**src/rtl/evf_pkg.sv**
```systemverilog
package evf_pkg;

  typedef enum logic [1:0] {
    OP_NOP   = 2'b00,
    OP_START = 2'b01,
    OP_HIT   = 2'b10,
    OP_END   = 2'b11
  } op_e;

  typedef enum logic [1:0] {
    K_NONE  = 2'b00,
    K_HEAD  = 2'b01,
    K_HIT   = 2'b10,
    K_TRAIL = 2'b11
  } kind_e;

  localparam int WORD_W = 32;
  localparam int HIT_W  = 30;
  localparam int SIZE_W = 16;
  localparam int CSUM_W = 12;
  localparam int ERR_W  = 4;
  localparam int FOLD_HI_W = HIT_W - 2 * CSUM_W;

  localparam int ERR_ORPHAN = 0;
  localparam int ERR_SAT    = 1;
  localparam int ERR_REOPEN = 2;
  localparam int ERR_STRAY  = 3;

  function automatic logic [WORD_W-1:0] make_header(
    input logic [11:0] bx,
    input logic [7:0]  evt,
    input logic [3:0]  chip,
    input logic [7:0]  status
  );
    return {bx, evt, chip, status};
  endfunction

  function automatic logic [HIT_W-1:0] make_hit(
    input logic [23:0] addr,
    input logic [4:0]  adc,
    input logic        flag
  );
    return {addr, adc, flag};
  endfunction

  function automatic logic [CSUM_W-1:0] fold_csum(input logic [HIT_W-1:0] x);
    logic [CSUM_W-1:0] lo, mid, hi;
    lo  = x[CSUM_W-1:0];
    mid = x[2*CSUM_W-1:CSUM_W];
    hi  = {{(CSUM_W-FOLD_HI_W){1'b0}}, x[HIT_W-1:2*CSUM_W]};
    return lo ^ mid ^ hi;
  endfunction

  function automatic logic [WORD_W-1:0] make_trailer(
    input logic [SIZE_W-1:0] size,
    input logic [CSUM_W-1:0] csum,
    input logic [ERR_W-1:0]  err
  );
    return {size, csum, err};
  endfunction

endpackage

```
**src/rtl/evf_tracker.sv**
```systemverilog
module evf_tracker
  import evf_pkg::*;
#(
  parameter int CNT_W = 16
) (
  input  logic                clk,
  input  logic                rst_n,
  input  logic                accept,
  input  op_e                 op,
  input  logic [HIT_W-1:0]    hit_word,
  output logic                evt_open,
  output logic [CNT_W-1:0]    hit_cnt,
  output logic [HIT_W-1:0]    csum_acc,
  output logic [ERR_W-1:0]    err_q,
  output logic                emit_head,
  output logic                emit_hit,
  output logic                emit_trail,
  output logic                orphan_drop,
  output logic                stray_end,
  output logic                reopen,
  output logic                sat_hit
);

  localparam logic [CNT_W-1:0] CNT_MAX = {CNT_W{1'b1}};

  logic is_start, is_hit, is_end;

  assign is_start = accept && (op == OP_START);
  assign is_hit   = accept && (op == OP_HIT);
  assign is_end   = accept && (op == OP_END);

  assign emit_head   = is_start;
  assign emit_hit    = is_hit && evt_open;
  assign emit_trail  = is_end && evt_open;
  assign orphan_drop = is_hit && !evt_open;
  assign stray_end   = is_end && !evt_open;
  assign reopen      = is_start && evt_open;
  assign sat_hit     = emit_hit && (hit_cnt == CNT_MAX);

  always_ff @(posedge clk or negedge rst_n) begin
    if (!rst_n) begin
      evt_open <= 1'b0;
      hit_cnt  <= '0;
      csum_acc <= '0;
      err_q    <= '0;
    end else begin
      if (emit_head) begin
        evt_open            <= 1'b1;
        hit_cnt             <= '0;
        csum_acc            <= '0;
        err_q[ERR_SAT]      <= 1'b0;
        err_q[ERR_REOPEN]   <= err_q[ERR_REOPEN] | reopen;
      end
      if (emit_hit) begin
        csum_acc <= csum_acc ^ hit_word;
        if (sat_hit) err_q[ERR_SAT] <= 1'b1;
        else         hit_cnt <= hit_cnt + 1'b1;
      end
      if (orphan_drop) err_q[ERR_ORPHAN] <= 1'b1;
      if (stray_end)   err_q[ERR_STRAY]  <= 1'b1;
      if (emit_trail) begin
        evt_open <= 1'b0;
        hit_cnt  <= '0;
        csum_acc <= '0;
        err_q    <= '0;
      end
    end
  end

endmodule

```
**src/rtl/evf_formatter.sv**
```systemverilog
module evf_formatter
  import evf_pkg::*;
#(
  parameter int CNT_W = 16
) (
  input  logic              emit_head,
  input  logic              emit_hit,
  input  logic              emit_trail,
  input  logic [11:0]       bx,
  input  logic [7:0]        evt,
  input  logic [3:0]        chip,
  input  logic [7:0]        status,
  input  logic [HIT_W-1:0]  hit_word,
  input  logic [CNT_W-1:0]  hit_cnt,
  input  logic [HIT_W-1:0]  csum_acc,
  input  logic [ERR_W-1:0]  err_q,
  output logic              emit_any,
  output logic [WORD_W-1:0] word,
  output kind_e             kind
);

  logic [SIZE_W-1:0] size_ext;

  assign size_ext = SIZE_W'(hit_cnt);
  assign emit_any = emit_head | emit_hit | emit_trail;

  always_comb begin
    word = '0;
    kind = K_NONE;
    if (emit_head) begin
      word = make_header(bx, evt, chip, status);
      kind = K_HEAD;
    end else if (emit_hit) begin
      word = {{(WORD_W-HIT_W){1'b0}}, hit_word};
      kind = K_HIT;
    end else if (emit_trail) begin
      word = make_trailer(size_ext, fold_csum(csum_acc), err_q);
      kind = K_TRAIL;
    end
  end

endmodule

```
**src/rtl/evf_outreg.sv**
```systemverilog
module evf_outreg
  import evf_pkg::*;
(
  input  logic              clk,
  input  logic              rst_n,
  input  logic              load,
  input  logic [WORD_W-1:0] d_word,
  input  kind_e             d_kind,
  input  logic              out_ready,
  output logic              free,
  output logic              out_valid,
  output logic [WORD_W-1:0] out_data,
  output kind_e             out_kind
);

  assign free = !out_valid || out_ready;

  always_ff @(posedge clk or negedge rst_n) begin
    if (!rst_n) begin
      out_valid <= 1'b0;
      out_data  <= '0;
      out_kind  <= K_NONE;
    end else if (load) begin
      out_valid <= 1'b1;
      out_data  <= d_word;
      out_kind  <= d_kind;
    end else if (out_ready) begin
      out_valid <= 1'b0;
    end
  end

endmodule

```
**src/rtl/evframe_packer.sv**
```systemverilog
module evframe_packer
  import evf_pkg::*;
#(
  parameter int CNT_W = 16
) (
  input  logic        clk,
  input  logic        rst_n,
  input  logic        in_valid,
  output logic        in_ready,
  input  logic [1:0]  in_op,
  input  logic [11:0] in_bx,
  input  logic [7:0]  in_evt,
  input  logic [3:0]  in_chip,
  input  logic [7:0]  in_status,
  input  logic [23:0] in_addr,
  input  logic [4:0]  in_adc,
  input  logic        in_flag,
  output logic        out_valid,
  input  logic        out_ready,
  output logic [31:0] out_data,
  output logic [1:0]  out_kind
);

  logic              accept;
  logic [HIT_W-1:0]  hit_word;
  logic              evt_open;
  logic [CNT_W-1:0]  hit_cnt;
  logic [HIT_W-1:0]  csum_acc;
  logic [ERR_W-1:0]  err_q;
  logic              emit_head, emit_hit, emit_trail, emit_any;
  logic              orphan_drop, stray_end, reopen, sat_hit;
  logic [WORD_W-1:0] new_word;
  kind_e             new_kind;
  kind_e             reg_kind;

  assign accept   = in_valid && in_ready;
  assign hit_word = make_hit(in_addr, in_adc, in_flag);
  assign out_kind = reg_kind;

  evf_tracker #(.CNT_W(CNT_W)) u_track (
    .clk        (clk),
    .rst_n      (rst_n),
    .accept     (accept),
    .op         (op_e'(in_op)),
    .hit_word   (hit_word),
    .evt_open   (evt_open),
    .hit_cnt    (hit_cnt),
    .csum_acc   (csum_acc),
    .err_q      (err_q),
    .emit_head  (emit_head),
    .emit_hit   (emit_hit),
    .emit_trail (emit_trail),
    .orphan_drop(orphan_drop),
    .stray_end  (stray_end),
    .reopen     (reopen),
    .sat_hit    (sat_hit)
  );

  evf_formatter #(.CNT_W(CNT_W)) u_fmt (
    .emit_head (emit_head),
    .emit_hit  (emit_hit),
    .emit_trail(emit_trail),
    .bx        (in_bx),
    .evt       (in_evt),
    .chip      (in_chip),
    .status    (in_status),
    .hit_word  (hit_word),
    .hit_cnt   (hit_cnt),
    .csum_acc  (csum_acc),
    .err_q     (err_q),
    .emit_any  (emit_any),
    .word      (new_word),
    .kind      (new_kind)
  );

  evf_outreg u_oreg (
    .clk      (clk),
    .rst_n    (rst_n),
    .load     (emit_any),
    .d_word   (new_word),
    .d_kind   (new_kind),
    .out_ready(out_ready),
    .free     (in_ready),
    .out_valid(out_valid),
    .out_data (out_data),
    .out_kind (reg_kind)
  );

endmodule

```
**config.mk**
```make
export PLATFORM = sky130hd
export DESIGN_NAME = evframe_packer
export DESIGN_NICKNAME = d
export VERILOG_FILES = /design/src/rtl/evf_pkg.sv /design/src/rtl/evf_tracker.sv /design/src/rtl/evf_formatter.sv /design/src/rtl/evf_outreg.sv /design/src/rtl/evframe_packer.sv
export SDC_FILE = /design/constraint.sdc
export NUM_CORES = 1
export LEC_CHECK = 0
export ABC_CLOCK_PERIOD_IN_PS = 2050
export BUFFER_PORTS_ARGS = -buffer_cell sky130_fd_sc_hd__buf_2
export CORE_MARGIN = 10
export CORE_UTILIZATION = 50
export CTS_CLUSTER_SIZE = 25
export DETAILED_ROUTE_END_ITERATION = 10
export PLACE_DENSITY = 0.72
export SETUP_SLACK_MARGIN = 0.05
export SLEW_MARGIN = 20
export SYNTH_ARGS = -nofsm -noshare
export SYNTH_HDL_FRONTEND = slang
export SYNTH_SLANG_ARGS = --single-unit
```
**constraint.sdc**
```tcl
create_clock -name clk -period 2.05 [get_ports clk]
set_input_delay 0.1025 -clock clk [delete_from_list [all_inputs] [get_ports clk]]
set_output_delay 0.1025 -clock clk [all_outputs]
set_load 0.1 [all_outputs]
```
==> key figures, run 1 <==
Critical path
  – WP depth: 6
  – Critical Path Sink: u_track.hit_cnt[11]$_DFF_PN0_
  – Worst path max stage delay: 0.43 ns
  – CP Cell Sequence: ha_1 -> nand2_1 -> nor4_4 -> a21oi_2 -> mux2_1 -> o31ai_2
  – R2R Path Start: u_track.hit_cnt[0]$_DFF_PN0_
  – Worst setup path start: u_track.hit_cnt[0]$_DFF_PN0_
  – Reg2Reg Setup Slack: 0.17 ns
  – Worst path arrival time: 2.15 ns
  – CP delay by family, top: compound AO/OA/AOI/OAI gates
  – Worst EP required: 2.31 ns
  – Worst-path maximum fanout: 10
  – Worst Setup End Kind: register
  – Crit Path Class: register to register
  – Slowest CP cell: dfrtp_1
  – Reg2Reg Capture Point: u_track.hit_cnt[11]$_DFF_PN0_
  – Bufs and invs on worst path: 0
  – R2R depth: 6
  – Startpoint types: register

Synthesis
  – Yosys top cell by area: dfrtp_1
  – Netlist cell types: 45
  – Main flop type after synthesis: dfrtp_1
  – Post-Syn Area per Cell: 9.542 sq um
  – Net Count, Synth: 497
  – Synth Cell Area: 4084 sq um
  – Top cell type's share of synthesized area: 52.70%
  – Syn Inst Count: 428
  – Post-synth EDFFs: 0
  – Sequential element share of the synthesized area: 52.70%
  – Post-synthesis register bit count: 86
  – YS warnings: 0
  – Async set-reset flop share out of synthesis: 100.0%
  – Area contributors post-synth: dfrtp_1 53%, nand3_1 8.6%, nand2_1 6.7%

Pwr
  – Power Total: 5.763 mW
  – Worst VDD drop: 0.7189 mV
  – Power per cell area: 1080 nW/um^2
  – Pleak: 2.622 nW

Route
  – Avg WL per Cell: 18.07 microns
  – Detailed-route DRC error count: 0
  – Detail Route Antenna Nets: 0
  – Vias/cell: 5.704
  – DR iter-0 viols: 254
  – DR pass1 iterations: 7
  – Total wire length: 12150 microns
  – Total number of vias: 3833

STA
  – Final Hold Viols: 0
  – Setup tns final: 0 ns
  – Fmax: 531.1 MHz
  – Fin Clk Skew: 0.007508 ns
  – Setup violation total in the final timing report: 0
  – Worst-Margin Slew: 0.5227 ns
  – Slew HR: 65.15%
  – RSZ-0062 raised after global routing: no
  – Tmin final: 1.883 ns
  – Max Slew Vio Count: 0
  – Period Utilization, post-route: 91.84%

Clock tree
  – CTS clk-pin slew, worst paths: 0.09 ns
  – CTS tree: done
  – CTS H-tree lvls: 3
  – CTS sink cnt: 86
  – Root buffer cell: clkbuf_8
  – Longest Clk Path Bufs: 2
  – Clk_lat worst skew: 0.35 ns
  – Inserted Clock Buffers: 9
  – Post-CTS setup buffer count: 0

Floorplanning
  – Core area: 7848 sq um
  – Number of I/O pins: 104
  – Die area: 12180 sq um
  – Num rows: 32
  – Die H: 110.4 microns
  – Die width: 110.4 microns
  – Initial Util: 52.04%

Global routing
  – Grt ovf: 0
  – Total GRT Usage: 20.03%
  – Vias in the first global route: 3893
  – First-pass GRT wire length: 19380 microns
  – Pin count of the biggest net entering global routing: 49
  – Initial antenna violation count: 0

Finish
  – Fillcell total: 655
  – Area growth from synthesis to layout: 30.61%
  – Final nets: 635
  – Share of layout cells above drive strength 1: 28.25%
  – N_diodes: 0

Run status
  – Status: completed

Place
  – I/O Buffers: 103
  – GPL Wtd Cong: 0.8686
  – DP HPWL: 8660 microns

Min path
  – Worst hold path type: input port to register

Flow run
  – Max-cap violations: 0
## layout by cell type, fill, tap and decap left out, drive strengths merged, types with 2 or more instances in the layout
cell type / netlist / routed
xnor2: 6 / 6
nand4: 4 / 4
nand3: 71 / 71
or2: 2 / 2
o21ai: 49 / 49
mux2: 2 / 2
and2: 2 / 2
buf: 8 / 120
a21oi: 6 / 6
inv: 7 / 8
a211o: 4 / 4
dfrtp: 86 / 86
mux2i: 3 / 3
dlygate4sd3: 0 / 32
xor2: 13 / 13
a222oi: 8 / 8
nor2: 8 / 8
nand2: 73 / 73
clkinv: 0 / 3
a31oi: 4 / 4
and3: 6 / 6
nor3: 11 / 11
a22oi: 24 / 24
clkbuf: 17 / 9
## repair_timing
action | CTS | global route
hold buffers | 32 | 0
hold endpoints to repair | 64 | 0
endpoints found under the setup margin | 0 | 6
gates resized for setup | 0 | 4
## worst register-to-register path, delay by kind of cell (launching register included)
| family | cells | cell delay [ns] |
|---|---|---|
| flops | 1 | 0.43 |
| compound gates | 2 | 0.55 |
| fa+ha+maj | 1 | 0.24 |
| mux | 1 | 0.38 |
| simple gates | 2 | 0.20 |
## through the flow
stage                     instance area [sq um]  setup slack (ns)  utilization (%)  std cells  hold WS (ns)
after global placement                     4812            0.2201            61.32        625        0.1106
after CTS                                  5329           0.09297            67.91        672      0.001361
after global routing                       5334           0.06138            67.97        672       0.01596
after detailed placement                   4812            0.1220            61.32        625        0.1154
after floorplan                            4119           0.05955                -        428       -0.1931
final                                      5334            0.1673            67.97        672      0.004244
## routing by layer
| metal | global-route usage, % | routed length (microns) | part of all wire (%) | vias up |
|---|---|---|---|---|
| li1 | - | - | - | 1824 |
| met1 | 26.83 | 5304 | 44 | 1853 |
| met2 | 32.20 | 5765 | 47 | 145 |
| met3 | 3.772 | 938 | 7.7 | 11 |
| met4 | 6.147 | 138 | 1.1 | 0 |
| met5 | 0 | 0 | 0 | - |
## sequential cells by signal (all words and copies together), names as in the netlist
signal and cells:
u_track.csum_acc 30, u_oreg.out_kind 2, u_track.err_q 4, u_track.hit_cnt 16
u_oreg.out_data 32, u_oreg.out_valid 1, u_track.evt_open 1
## how the worst min path moves through the flow
stage | end | depth (start not counted) | slack [ns] | from
6_report | u_oreg.out_data[10]$_DFFE_PN0P_ | 3 | 0.004 | in_addr[4]
5_1_grt | u_oreg.out_data[25]$_DFFE_PN0P_ | 3 | 0.02 | in_bx[5]
4_1_cts | u_oreg.out_data[10]$_DFFE_PN0P_ | 3 | 0.001 | in_addr[4]
3_5_place_dp | u_oreg.out_kind[1]$_DFFE_PN0P_ | 1 | 0.12 | rst_n
3_3_place_gp | u_oreg.out_kind[1]$_DFFE_PN0P_ | 1 | 0.11 | rst_n
2_1_floorplan | u_oreg.out_data[0]$_DFFE_PN0P_ | 0 | -0.19 | rst_n
## Yosys cell counts, types with 2 or more instances
cell / instances
clkbuf_1: 17
nand2_1: 73
a22oi_1: 24
a222oi_1: 8
buf_6: 2
inv_1: 6
a21oi_1: 5
and3_1: 3
a31oi_1: 4
nand3_1: 70
and3_2: 3
nand4_1: 2
nor3_1: 11
xnor2_1: 6
mux2i_1: 3
or2_2: 2
nor2_1: 8
buf_2: 6
xor2_1: 13
o21ai_0: 49
dfrtp_1: 86
a211o_1: 4
## power by group
part | leakage, nW | switching, mW | internal (mW)
registers | 1.11 | 0.214 | 2.00
clock network | 0.0959 | 0.632 | 0.567
logic | 1.41 | 1.85 | 0.500
total | 2.62 | 2.70 | 3.06
## cells by family after synthesis
kind of cell	count (synthesis)	share of synthesized area, %
AND/OR/NAND/NOR	182	21.66
adder cells (fa/ha/maj)	1	0.3063
AO/OA/AOI/OAI	103	16.48
flip-flops	86	52.70
buffers and inverters	32	3.492
XOR/XNOR	19	4.075
multiplexers	5	1.287
## layout make-up
cell class                 count  area (sq um)  area share [%]
timing repair buffer         152         991.0           18.58
tap                          102         127.6           2.393
clock buffer                   9         123.9           2.322
sequential                    86          2161           40.51
clock inverter                 6         72.57           1.361
inverter                       7         33.78          0.6334
multi-input combinational    310          1824           34.20
Power figures use the tool's default switching activity.
==> run 2: changes to the inputs <==
- PLACE_DENSITY: 0.72 -> default
- PLACE_DENSITY_LB_ADDON: default -> 0.05
- REMOVE_ABC_BUFFERS: default -> 1
==> key figures, run 2 (synthesis gave the netlist of run 1 again) <==
Global routing
  – First-pass GRT wire length: 19260 microns
  – Pin count of the biggest net entering global routing: 58
  – Grt ovf: 0
  – Total GRT Usage: 20.04%
  – Initial antenna violation count: 1
  – Vias in the first global route: 3826

Finish
  – Fillcell total: 667
  – Area growth from synthesis to layout: 32.23%
  – Final Cell Area: 5400 sq um
  – Final nets: 646
  – Share of layout cells above drive strength 1: 28.57%
  – Most flops, register: u_oreg.out_data
  – Largest registers: u_oreg.out_data (32), u_track.csum_acc (30), u_track.hit_cnt (16)
  – Most frequent cells in the layout: 102 x buf_2, 86 x dfrtp_1, 73 x nand2_1
  – Multi-input logic area: 1827 sq um
  – Commonest non-fill, non-tap cell in the layout: buf_2
  – Storage cell area: 2152 sq um
  – Max reg flops: 32

Route
  – Vias/cell: 5.599
  – Detail Route Antenna Nets: 0
  – Wire length on met3: 924 microns
  – M1 wire length: 5100 microns
  – Avg WL per Cell: 17.49 microns
  – DR iter-0 viols: 263
  – DR pass1 iterations: 5
  – Detailed-route DRC error count: 0
  – Total number of vias: 3830
  – Top Metal Used: met4
  – Total wire length: 11960 microns
  – Metal2 WL: 5782 microns

Floorplanning
  – Initial Util: 52.04%
  – Core area: 7848 sq um
  – Number of I/O pins: 104
  – Die width: 110.4 microns
  – Die H: 110.4 microns
  – Num rows: 32
  – Die area: 12180 sq um

Run status
  – Status: completed

Flow run
  – Max-cap violations: 0

Clock tree
  – CTS sink cnt: 86
  – Longest Clk Path Bufs: 2
  – CTS tree: done
  – Clk_lat worst skew: 0.35 ns
  – Inserted Clock Buffers: 9
  – CTS H-tree lvls: 3
  – Root buffer cell: clkbuf_8
  – CTS clk-pin slew, worst paths: 0.09 ns

Critical path
  – Worst path arrival time: 2.17 ns
  – Crit Path Class: register to register
  – CP delay by family, top: compound AO/OA/AOI/OAI gates
  – CP Cell Sequence: ha_1 -> nand2_1 -> nor4_4 -> buf_4 -> a21o_4 -> and2_2 -> a221o_2
  – Worst EP required: 2.28 ns
  – Worst path max stage delay: 0.39 ns
  – Startpoint types: register
  – Worst-path maximum fanout: 16
  – Slowest CP cell: dfrtp_1
  – Bufs and invs on worst path: 1
  – Reg2Reg Setup Slack: 0.11 ns
  – Worst Setup End Kind: register

Place
  – I/O Buffers: 103
  – DP Area: 4841 sq um
  – GPL Wtd Cong: 0.8936
  – Place WS: 0.1016 ns
  – DP HPWL: 8308 microns

Min path
  – Worst hold path type: input port to register

STA
  – Max Slew Vio Count: 0
  – Fmax: 515.4 MHz
  – Setup WS post-layout: 0.1099 ns
  – Final Hold Viols: 0
  – Worst-Margin Slew: 0.5574 ns
  – Setup tns final: 0 ns
  – Tmin final: 1.940 ns
  – Fin Clk Skew: 0.01219 ns
  – Period Utilization, post-route: 94.64%
  – RSZ-0062 raised after global routing: yes
  – Slew HR: 62.74%
  – Setup violation total in the final timing report: 0

Pwr
  – Pleak: 2.683 nW
  – Power per cell area: 1080 nW/um^2
  – Worst VDD drop: 0.7154 mV
-- run 2: changes by cell type in the layout (fill, tap and decap cells not counted), moves of 2 or more --
cell,before,now
dfrtp_1,81,86
dfrtp_2,4,0
clkbuf_1,0,2
clkinv_4,3,0
buf_4,16,28
-- run 2: final timing paths --
kind                       cells past startpoint                               end                         start
max                                            7      u_track.hit_cnt[5]$_DFF_PN0_  u_track.hit_cnt[0]$_DFF_PN0_
min                                            3    u_oreg.out_data[6]$_DFFE_PN0P_                    in_addr[0]
max reg2reg                                    7      u_track.hit_cnt[5]$_DFF_PN0_  u_track.hit_cnt[0]$_DFF_PN0_
min reg2reg                                    2      u_track.err_q[3]$_DFFE_PN0P_  u_track.err_q[3]$_DFFE_PN0P_
max in group asynchronous                      3     u_track.hit_cnt[13]$_DFF_PN0_                         rst_n
min in group asynchronous                      2  u_track.csum_acc[11]$_DFFE_PN0P_                         rst_n
-- run 2: power breakdown --
part / switching [mW] / internal (mW)
logic: 1.85 / 0.511
registers: 0.200 / 2.00
clock network: 0.592 / 0.680
-- run 2: routing by layer --
| layer | vias to the layer above | global-route usage, % |
|---|---|---|
| li1 | 1841 | - |
| met1 | 1844 | 26.44 |
| met2 | 132 | 32.03 |
| met3 | 13 | 5.281 |
| met4 | 0 | 5.229 |
| met5 | - | 0 |
-- run 2: tightest hold or removal path, cell delays in order --
cell and delay (ns):
buf_2 0.09, a222oi_1 0.07, o21ai_0 0.07
-- run 2: metrics by stage --
step	hold slack (ns)	total power, mW	util (%)	instances
2_1_floorplan	-0.1931	4.006	-	403
3_5_place_dp	0.06400	4.537	61.69	634
5_1_grt	0.001581	6.096	68.81	684
6_report	0.01122	5.830	68.81	684
4_1_cts	0.0003829	5.854	68.24	680
3_3_place_gp	0.05974	4.504	61.69	634
-- run 2: layout make-up --
cell class	count	area share, %
Timing Repair Buffer	163	19.65
Tap cell	102	2.363
Clock buffer	11	2.433
Sequential cell	86	39.85
Clock inverter	4	1.344
Multi-Input combinational cell	310	33.83
Antenna cell	1	0.04634
Inverter	7	0.4866
-- run 2: timing repair --
action                                  CTS  global route
resized for setup                         0             4
hold buffers                             31             1
endpoints found under the setup margin    0            10
endpoints found under the hold margin    53             1
buffers inserted                          0             2
==> run 3: changes to the inputs <==
- MAX_ROUTING_LAYER: default -> met4
==> key figures, run 3 (synthesis gave the netlist of run 1 again) <==
Run status
  – Status: completed

Finish
  – Fin cells: 690
  – Area growth from synthesis to layout: 33.55%
  – Final nets: 652
  – Final core area utilization: 69.50%
  – N_diodes: 0
  – Largest registers: u_oreg.out_data (32), u_track.csum_acc (30), u_track.hit_cnt (16)
  – Commonest non-fill, non-tap cell in the layout: buf_2
  – Share of layout cells above drive strength 1: 28.91%
  – Final Cell Area: 5454 sq um
  – Max reg flops: 32
  – Most flops, register: u_oreg.out_data
  – Most frequent cells in the layout: 102 x buf_2, 83 x dfrtp_1, 73 x nand2_1

Place
  – I/O Buffers: 103
  – DP Area: 4833 sq um
  – DP HPWL: 8262 microns
  – Cells after DPL: 633
  – GPL Wtd Cong: 0.8936

Floorplanning
  – Die H: 110.4 microns
  – Num rows: 32
  – Initial Util: 52.04%
  – Core area: 7848 sq um
  – Die area: 12180 sq um
  – Number of I/O pins: 104
  – Die width: 110.4 microns

Critical path
  – CP Cell Sequence: ha_1 -> nand2_1 -> nor4_4 -> buf_4 -> a21oi_4 -> mux2_1 -> o31ai_2
  – Crit Path Class: register to register
  – Slowest CP cell: dfrtp_1
  – Worst EP required: 2.30 ns
  – Startpoint types: register
  – Worst-path maximum fanout: 14
  – Worst Setup End Kind: register
  – Worst path max stage delay: 0.42 ns
  – R2R depth: 7
  – Worst path arrival time: 2.20 ns

Route
  – Detailed-route DRC error count: 0
  – DR iter-0 viols: 246
  – Total wire length: 11980 microns
  – DR pass1 iterations: 5
  – Vias/cell: 5.620
  – Total number of vias: 3878
  – Detail Route Antenna Nets: 0
  – Avg WL per Cell: 17.36 microns

Clock tree
  – Longest Clk Path Bufs: 2
  – CTS sink cnt: 86
  – CTS tree: done
  – CTS clk-pin slew, worst paths: 0.09 ns
  – Clk_lat worst skew: 0.35 ns
  – Inserted Clock Buffers: 9
  – Root buffer cell: clkbuf_8
  – CTS H-tree lvls: 3

Global routing
  – Vias in the first global route: 3829
  – Grt ovf: 0
  – Total GRT Usage: 20.36%
  – First-pass GRT wire length: 19090 microns
  – Pin count of the biggest net entering global routing: 48
  – Initial antenna violation count: 0

STA
  – Slew HR: 61.52%
  – Fmax: 514.2 MHz
  – Tmin final: 1.945 ns
  – Worst-Margin Slew: 0.5756 ns
  – WHS: 0.006655 ns
  – Period Utilization, post-route: 94.86%
  – Final Hold Viols: 0
  – RSZ-0062 raised after global routing: no
  – Setup violation total in the final timing report: 0
  – Max Slew Vio Count: 0
  – Fin Clk Skew: 0.01440 ns

Pwr
  – NetSw: 2.684 mW
  – Clock share of power: 20.8%
  – P_int: 3.077 mW
  – Reg power frac: 38.1%
  – Pleak: 2.705 nW
  – Worst VDD drop: 0.6427 mV
  – Logic gate share of total power: 41.1%
  – Power per cell area: 1056 nW/um^2
  – Switching Fraction: 46.59%

Flow run
  – Max-cap violations: 0

Min path
  – WHS Path Cells: 3
  – Worst hold path type: input port to register
run 3: metrics by stage:
stage / setup slack (ns) / TNS [ns] / power, mW
3_3_place_gp: 0.1210 / 0 / 4.503
4_1_cts: 0.1126 / 0 / 5.798
2_1_floorplan: -1.152 / -72.21 / 4.006
6_report: 0.1053 / 0 / 5.760
5_1_grt: 0.05645 / 0 / 6.030
3_5_place_dp: 0.07026 / 0 / 4.540
run 3: power groups by stage:
stage	combinational (mW)	sequential, mW	clock [mW]
global placement	2.29	2.21	0
global route	2.49	2.23	1.31
CTS	2.37	2.19	1.23
detailed placement	2.32	2.22	0
finish	2.36	2.20	1.20
floorplan	0.471	3.53	0
run 3: worst paths after layout:
kind / startpoint / to / slack (ns)
max: u_track.hit_cnt[1]$_DFF_PN0_ / u_track.hit_cnt[11]$_DFF_PN0_ / 0.11
min: in_addr[16] / u_oreg.out_data[22]$_DFFE_PN0P_ / 0.007
max reg2reg: u_track.hit_cnt[1]$_DFF_PN0_ / u_track.hit_cnt[11]$_DFF_PN0_ / 0.11
min reg2reg: u_oreg.out_data[30]$_DFFE_PN0P_ / u_oreg.out_data[30]$_DFFE_PN0P_ / 0.49
max in group asynchronous: rst_n / u_track.hit_cnt[5]$_DFF_PN0_ / 1.12
min in group asynchronous: rst_n / u_oreg.out_data[14]$_DFFE_PN0P_ / 0.27
run 3: per-layer routing:
metal	vias up	routed length, microns	track usage (%)
met5	-	0	-
met4	0	120	4.954
met3	11	825	4.411
met2	118	5758	32.15
met1	1887	5275	26.20
li1	1862	-	-
run 3: critical path: cells and delay by family (launching register included):
family	cells	cell delay, ns
DFF	1	0.42
adders and majority gates	1	0.22
muxes	1	0.38
AOI/OAI and AO/OA	2	0.52
and+or+nand+nor	2	0.18
buffers and inverters	1	0.15
run 3: what timing repair did:
item	in CTS	in global routing
hold buffers	37	2
endpoints found under the setup margin	1	12
buffers inserted	0	2
resized for setup	1	5
hold endpoints to repair	66	2
pin swaps	0	2
run 3: area by class of cell:
cell class	instances	area (sq um)
clock inverter	7	71.32
multi-input combinational	310	1826
timing repair buffer	169	1124
fill	646	2394
clock buffer	9	123.9
inverter	7	26.28
tap	102	127.6
sequential	86	2156
